--- src/rtl/ast_pkg.sv ---
`timescale 1ns/1ps
package ast_pkg;
  typedef enum logic [1:0] {
    FMT_I2S = 2'd0,
    FMT_LJ  = 2'd1,
    FMT_RJ  = 2'd2,
    FMT_DSP = 2'd3
  } fmt_e;
endpackage

--- src/rtl/ast_frame_timer.sv ---
`timescale 1ns/1ps
module ast_frame_timer #(
  parameter int FRAME_SLOTS = 512
) (
  input  logic                           clk,
  input  logic                           rst_n,
  output logic [$clog2(FRAME_SLOTS)-1:0] slot,
  output logic                           last
);
  localparam int CNT_W = $clog2(FRAME_SLOTS);
  localparam logic [CNT_W-1:0] LAST_SLOT = CNT_W'(FRAME_SLOTS - 1);

  assign last = (slot == LAST_SLOT);

  // Reset parks the counter on the last slot so the first frame starts right after reset.
  always_ff @(posedge clk) begin
    if (!rst_n) slot <= LAST_SLOT;
    else if (last) slot <= '0;
    else slot <= slot + CNT_W'(1);
  end
endmodule

--- src/rtl/ast_sample_latch.sv ---
`timescale 1ns/1ps
module ast_sample_latch #(
  parameter int SAMPLE_W = 32
) (
  input  logic                clk,
  input  logic                rst_n,
  input  logic                boundary,
  input  logic                in_valid,
  input  logic [SAMPLE_W-1:0] in_left,
  input  logic [SAMPLE_W-1:0] in_right,
  input  ast_pkg::fmt_e       cfg_fmt,
  input  logic [1:0]          cfg_res,
  input  logic                clr,
  output logic [SAMPLE_W-1:0] left_q,
  output logic [SAMPLE_W-1:0] right_q,
  output ast_pkg::fmt_e       fmt_q,
  output logic [1:0]          res_q,
  output logic                underrun
);
  localparam int STEP = SAMPLE_W / 4;

  // Stored words are MSB-aligned so the serializer always starts at the top bit.
  function automatic logic [SAMPLE_W-1:0] msb_align(input logic [SAMPLE_W-1:0] v,
                                                    input logic [1:0] r);
    int sh;
    sh = SAMPLE_W - (int'(r) + 1) * STEP;
    return v << sh;
  endfunction

  always_ff @(posedge clk) begin
    if (!rst_n) begin
      left_q   <= '0;
      right_q  <= '0;
      fmt_q    <= ast_pkg::FMT_I2S;
      res_q    <= 2'd3;
      underrun <= 1'b0;
    end else begin
      if (clr) underrun <= 1'b0;
      if (boundary) begin
        fmt_q <= cfg_fmt;
        res_q <= cfg_res;
        if (in_valid) begin
          left_q  <= msb_align(in_left, cfg_res);
          right_q <= msb_align(in_right, cfg_res);
        end else begin
          left_q   <= '0;
          right_q  <= '0;
          underrun <= 1'b1;
        end
      end
    end
  end
endmodule

--- src/rtl/ast_slot_mapper.sv ---
`timescale 1ns/1ps
module ast_slot_mapper #(
  parameter int FRAME_SLOTS = 512,
  parameter int SAMPLE_W    = 32
) (
  input  logic [$clog2(FRAME_SLOTS)-1:0] slot,
  input  ast_pkg::fmt_e                  fmt,
  input  logic [1:0]                     res,
  input  logic [SAMPLE_W-1:0]            left_q,
  input  logic [SAMPLE_W-1:0]            right_q,
  output logic                           sd_bit,
  output logic                           ws_bit
);
  localparam int CNT_W = $clog2(FRAME_SLOTS);
  localparam int XW    = CNT_W + 1;
  localparam int HALF  = FRAME_SLOTS / 2;
  localparam int STEP  = SAMPLE_W / 4;

  logic [XW-1:0]       w, s, off, k;
  logic                hit, in_right;
  logic [SAMPLE_W-1:0] src;

  // Returns bit number k counted from the MSB of an MSB-aligned word.
  function automatic logic pick(input logic [SAMPLE_W-1:0] v, input logic [XW-1:0] idx);
    logic r;
    r = 1'b0;
    for (int i = 0; i < SAMPLE_W; i++)
      if (idx == XW'(i)) r = v[SAMPLE_W-1-i];
    return r;
  endfunction

  always_comb begin
    w        = XW'(res) * XW'(STEP) + XW'(STEP);
    s        = {1'b0, slot};
    in_right = slot[CNT_W-1];
    off      = {2'b00, slot[CNT_W-2:0]};
    hit      = 1'b0;
    k        = '0;
    ws_bit   = in_right;
    src      = in_right ? right_q : left_q;
    unique case (fmt)
      ast_pkg::FMT_I2S: begin
        if (off != '0 && off <= w) begin
          hit = 1'b1;
          k   = off - XW'(1);
        end
      end
      ast_pkg::FMT_LJ: begin
        if (off < w) begin
          hit = 1'b1;
          k   = off;
        end
      end
      ast_pkg::FMT_RJ: begin
        if (off >= XW'(HALF) - w) begin
          hit = 1'b1;
          k   = off - (XW'(HALF) - w);
        end
      end
      ast_pkg::FMT_DSP: begin
        ws_bit = (s == '0);
        src    = left_q;
        if (s != '0 && s <= w) begin
          hit = 1'b1;
          k   = s - XW'(1);
        end else if (s > w && s <= (w << 1)) begin
          hit = 1'b1;
          k   = s - w - XW'(1);
          src = right_q;
        end
      end
    endcase
    sd_bit = hit & pick(src, k);
  end
endmodule

--- src/rtl/audio_serial_tx.sv ---
`timescale 1ns/1ps
module audio_serial_tx #(
  parameter int FRAME_SLOTS = 512,
  parameter int SAMPLE_W    = 32
) (
  input  logic                mclk,
  input  logic                rst_n,
  input  logic                in_valid,
  output logic                in_ready,
  input  logic [SAMPLE_W-1:0] in_left,
  input  logic [SAMPLE_W-1:0] in_right,
  input  logic [1:0]          cfg_fmt,
  input  logic [1:0]          cfg_res,
  input  logic                underrun_clr,
  output logic                sck_o,
  output logic                ws_o,
  output logic                sd_o,
  output logic                underrun_o
);
  localparam int CNT_W = $clog2(FRAME_SLOTS);

  logic [CNT_W-1:0]    slot;
  logic                frame_last;
  logic [SAMPLE_W-1:0] left_q, right_q;
  ast_pkg::fmt_e       fmt_q;
  logic [1:0]          res_q;
  logic                sd_bit, ws_bit;

  assign sck_o    = mclk;
  assign in_ready = frame_last & rst_n;

  ast_frame_timer #(.FRAME_SLOTS(FRAME_SLOTS)) u_timer (
    .clk  (mclk),
    .rst_n(rst_n),
    .slot (slot),
    .last (frame_last)
  );

  ast_sample_latch #(.SAMPLE_W(SAMPLE_W)) u_latch (
    .clk     (mclk),
    .rst_n   (rst_n),
    .boundary(frame_last),
    .in_valid(in_valid),
    .in_left (in_left),
    .in_right(in_right),
    .cfg_fmt (ast_pkg::fmt_e'(cfg_fmt)),
    .cfg_res (cfg_res),
    .clr     (underrun_clr),
    .left_q  (left_q),
    .right_q (right_q),
    .fmt_q   (fmt_q),
    .res_q   (res_q),
    .underrun(underrun_o)
  );

  ast_slot_mapper #(.FRAME_SLOTS(FRAME_SLOTS), .SAMPLE_W(SAMPLE_W)) u_map (
    .slot   (slot),
    .fmt    (fmt_q),
    .res    (res_q),
    .left_q (left_q),
    .right_q(right_q),
    .sd_bit (sd_bit),
    .ws_bit (ws_bit)
  );

  // Line outputs are retimed on the falling edge so that they are stable at the receiver's rising edge.
  always_ff @(negedge mclk) begin
    if (!rst_n) begin
      sd_o <= 1'b0;
      ws_o <= 1'b0;
    end else begin
      sd_o <= sd_bit;
      ws_o <= ws_bit;
    end
  end
endmodule

--- config.mk ---
export PLATFORM = sky130hd
export DESIGN_NAME = audio_serial_tx
export DESIGN_NICKNAME = d
export VERILOG_FILES = /design/src/rtl/ast_pkg.sv /design/src/rtl/ast_frame_timer.sv /design/src/rtl/ast_sample_latch.sv /design/src/rtl/ast_slot_mapper.sv /design/src/rtl/audio_serial_tx.sv
export SDC_FILE = /design/constraint.sdc
export NUM_CORES = 1
export LEC_CHECK = 0
export ABC_AREA = 1
export BUFFER_PORTS_ARGS = -buffer_cell sky130_fd_sc_hd__buf_2
export CELL_PAD_IN_SITES_DETAIL_PLACEMENT = 2
export CELL_PAD_IN_SITES_GLOBAL_PLACEMENT = 2
export CORE_MARGIN = 2
export CORE_UTILIZATION = 29
export CTS_CLUSTER_SIZE = 40
export DETAILED_ROUTE_END_ITERATION = 10
export GPL_TIMING_DRIVEN = 0
export PLACE_DENSITY = 0.77
export SYNTH_ARGS = -nofsm -noshare
export SYNTH_HDL_FRONTEND = slang
export SYNTH_HIERARCHICAL = 1
export SYNTH_SLANG_ARGS = --single-unit
--- constraint.sdc ---
create_clock -name mclk -period 3.6 [get_ports mclk]
set_input_delay 0 -clock mclk [delete_from_list [all_inputs] [get_ports mclk]]
set_output_delay 0 -clock mclk [all_outputs]
set_load 0.05 [all_outputs]
==> run_results.csv <==
group,metric,value,unit
layout,num-fill-cells,2915,
layout,final_cells,1595,
die,start_util,29.4,%
setup_path,worst_setup_path_end_kind,"flip-flop",
setup_path,worst_ep_required_time,2.24,ns
layout,drive_above_1_share,26.2,%
setup_path,r2r_start,"u_latch/res_q[0]",
setup_path,critPathKind,"reg -> reg",
hold_path,holdCritPathClass,"in -> reg",
setup_path,crit_path_frequent_cell,"nand2_1",
drt,ant_nets,0,
timing,slew_headroom,49.1,%
logic_synthesis,syn_area,6880,sq um
drt,drc,0,
logic_synthesis,yosysTopAreaCell,"dfxtp_1",
die,die_x,158,um
layout,utilization,38.3,%
logic_synthesis,yosysSeqAreaShare,23.3,%
setup_path,cp_slowest_cell,"dfxtp_4",
global_routing,grt_max_degree,17,
layout,nNetsFinal,1359,
power,power.density,721,nW/um^2
setup_path,r2r_end,"sd_o",
layout,multi_input_area,4840,sq um
die,die-area,25000,sq um
layout,diodes,0,
timing,tightestPinTransition,0.763,ns
global_routing,antenna_found_initial,0,
setup_path,cp-startpoint,"u_latch/res_q[0]",
timing,setup_viol,1,
flow_run,cap_violations,0,
place,dp.cells,1511,
drt,vias,8454,
clock_tree,clkTransAtPathRegs,0.07,ns
clock_tree,clk_latency,0.55,ns
power,vdd_ir_drop_max,0.000394,V
logic_synthesis,synth.distinct_cells,52,
die,core,23400,sq um
die,die_h,158,um
place,place_congestion,0.847,
status,violations,"setup timing",
logic_synthesis,synth_async_sr_flop_share,0,%
logic_synthesis,netlist_instances,1118,
setup_path,crit_cells,38,
drt,drt_first_pass_iters,7,
timing,slew_violations,0,
timing,finalWorstSetupSlack,-2.32,ns
setup_path,cp_top_family,"simple AND/OR/NAND/NOR gates",
setup_path,arrival,4.56,ns
layout,syn_to_final_growth,30.3,%
global_routing,grt_pass1_wl,51900,um
logic_synthesis,netlist.area_leader.share,23.3,%
setup_path,cp-start-kind,"flip-flop",
power,p_leak,0.00388,uW
logic_synthesis,synth_fp_nets,1206,
setup_path,reg2regPathDepth,38,
layout,register_area,1610,sq um
place,pre_cts_slack,-2.70,ns
logic_synthesis,ys_warn_count,6,
global_routing,grt_pass1_vias,9027,
die,placementRows,56,
global_routing,grtUsageTotal,27.7,%
logic_synthesis,ys_seq_elements,80,
setup_path,worstPathMaxFanout,6,
global_routing,overflow,0,
setup_path,max_stage_delay,0.39,ns
timing,finalClockSkew,0.0952,ns
timing,hold_viol_final,0,
setup_path,crit_buf_inv,4,
die,ioPinCount,77,
drt,wire_per_inst,21.7,um
timing,tns,-2.32,ns
status,status,"finished, violations left",
clock_tree,tritoncts,"yes",
logic_synthesis,synthTopCellsByArea,"dfxtp_1 23%, nand2_1 19%, nand3_1 8.4%",
setup_path,r2r_setup_slack,-2.32,ns
place,io_buffers,74,
timing,rsz0062_at_grt,"true",
setup_path,cp-endpoint,"sd_o",
logic_synthesis,yosys_most_used_dff,"dfxtp_1",
place,dp_hpwl,25100,um
logic_synthesis,syn_area_per_cell,6.15,sq um
drt,drtIter0Drc,369,
drt,drt-total-wl,34600,um
logic_synthesis,synth-edff-count,0,
drt,vias_per_cell,5.30,
[placed cells by master, fill, tap and decap left out, types with 17 or more instances in the layout]
cell type and n:
nand2_1 331, nand3_1 111, buf_2 96, nor2_1 96, dfxtp_1 76, a21oi_1 63
o21ai_0 63, inv_1 61, dlygate4sd3_1 41, buf_4 33, nand2_2 32, a21oi_2 25
inv_2 22, nand3_2 20, nor2_4 18, clkbuf_1 17
[report_power, final]
part	total, uW	internal, uW	leakage (uW)	switching (uW)
registers	1230	1030	0.000648	207
clock network	1300	788	0.000217	509
logic	3930	1370	0.00301	2560
total	6460	3190	0.00388	3270
[state kept, by name, indices dropped and copies added (netlist names)]
register,count
u_timer/slot,9
u_latch/res_q,2
ws_o,1
u_latch/left_q,32
u_latch/right_q,32
u_latch/underrun,1
u_latch/fmt_q,2
sd_o,1
[area by class of cell]
cell class / count / share of cell area [%]
buffer: 65 / 4.44
multi-input combinational: 885 / 54.0
timing repair buffer: 137 / 10.6
inverter: 87 / 3.81
sequential: 80 / 18.0
tap: 319 / 4.45
clock buffer: 13 / 3.41
clock inverter: 9 / 1.28
[cells by family after synthesis]
kind of cell | after synthesis | share of synthesized area (%)
adder cells (fa/ha/maj) | 16 | 3.02
flip-flops | 80 | 23.3
other | 1 | 0.0545
XOR/XNOR | 9 | 1.15
buffers and inverters | 153 | 10.5
AO/OA/AOI/OAI | 201 | 18.1
AND/OR/NAND/NOR | 658 | 44.0
[tightest hold or removal path, cell delays in order]
cell and delay [ns]:
buf_2 0.09, nand2_1 0.08, nand3_1 0.09, nand2_1 0.07, a21oi_2 0.10
[Yosys cell counts, drive strengths merged, types with 8 or more instances]
| cell type | number |
|---|---|
| nand2 | 376 |
| nand3 | 134 |
| nor2 | 124 |
| a21oi | 89 |
| inv | 87 |
| dfxtp | 80 |
| o21ai | 66 |
| buf | 42 |
| clkbuf | 23 |
| nand4 | 18 |
| ha | 15 |
| o22ai | 15 |
| o221ai | 8 |
[routing by layer]
| metal | vias to the layer above | track usage (%) | routed length, um |
|---|---|---|---|
| met3 | 59 | 4.49 | 1390 |
| met5 | - | 0 | 0 |
| met1 | 4212 | 32.8 | 14300 |
| met2 | 193 | 50.0 | 17900 |
| met4 | 0 | 10.1 | 1100 |
| li1 | 3990 | - | - |
[how the worst min path moves through the flow]
stage                                to  cells after the start         start  slack, ns
finish               u_latch/left_q[22]                      5   in_left[22]       0.01
CTS                  u_latch/left_q[12]                      5   in_left[12]      0.006
detailed placement     u_latch/fmt_q[0]                      3    cfg_fmt[0]       0.25
global placement       u_latch/fmt_q[1]                      3    cfg_fmt[1]       0.22
floorplan              u_latch/res_q[0]                      1         rst_n        0.1
global route        u_latch/right_q[21]                      5  in_right[21]       0.02
[timing repair]
item / 4_1_cts / 5_1_grt
setup buffers: 16 / 7
pin swaps: 14 / 20
endpoints found under the hold margin: 47 / 0
endpoints found under the setup margin: 2 / 2
hold buffers: 41 / 0
resized for setup: 41 / 39
[through the flow]
stage	power [uW]	hold WS [ns]	area, sq um
after floorplan	3520	0.0978	6900
after global placement	4410	0.222	7670
after detailed placement	4520	0.247	7670
after CTS	6160	0.00573	8770
after global routing	6920	0.0242	8960
final	6460	0.0108	8960
Power figures use the tool's default switching activity.
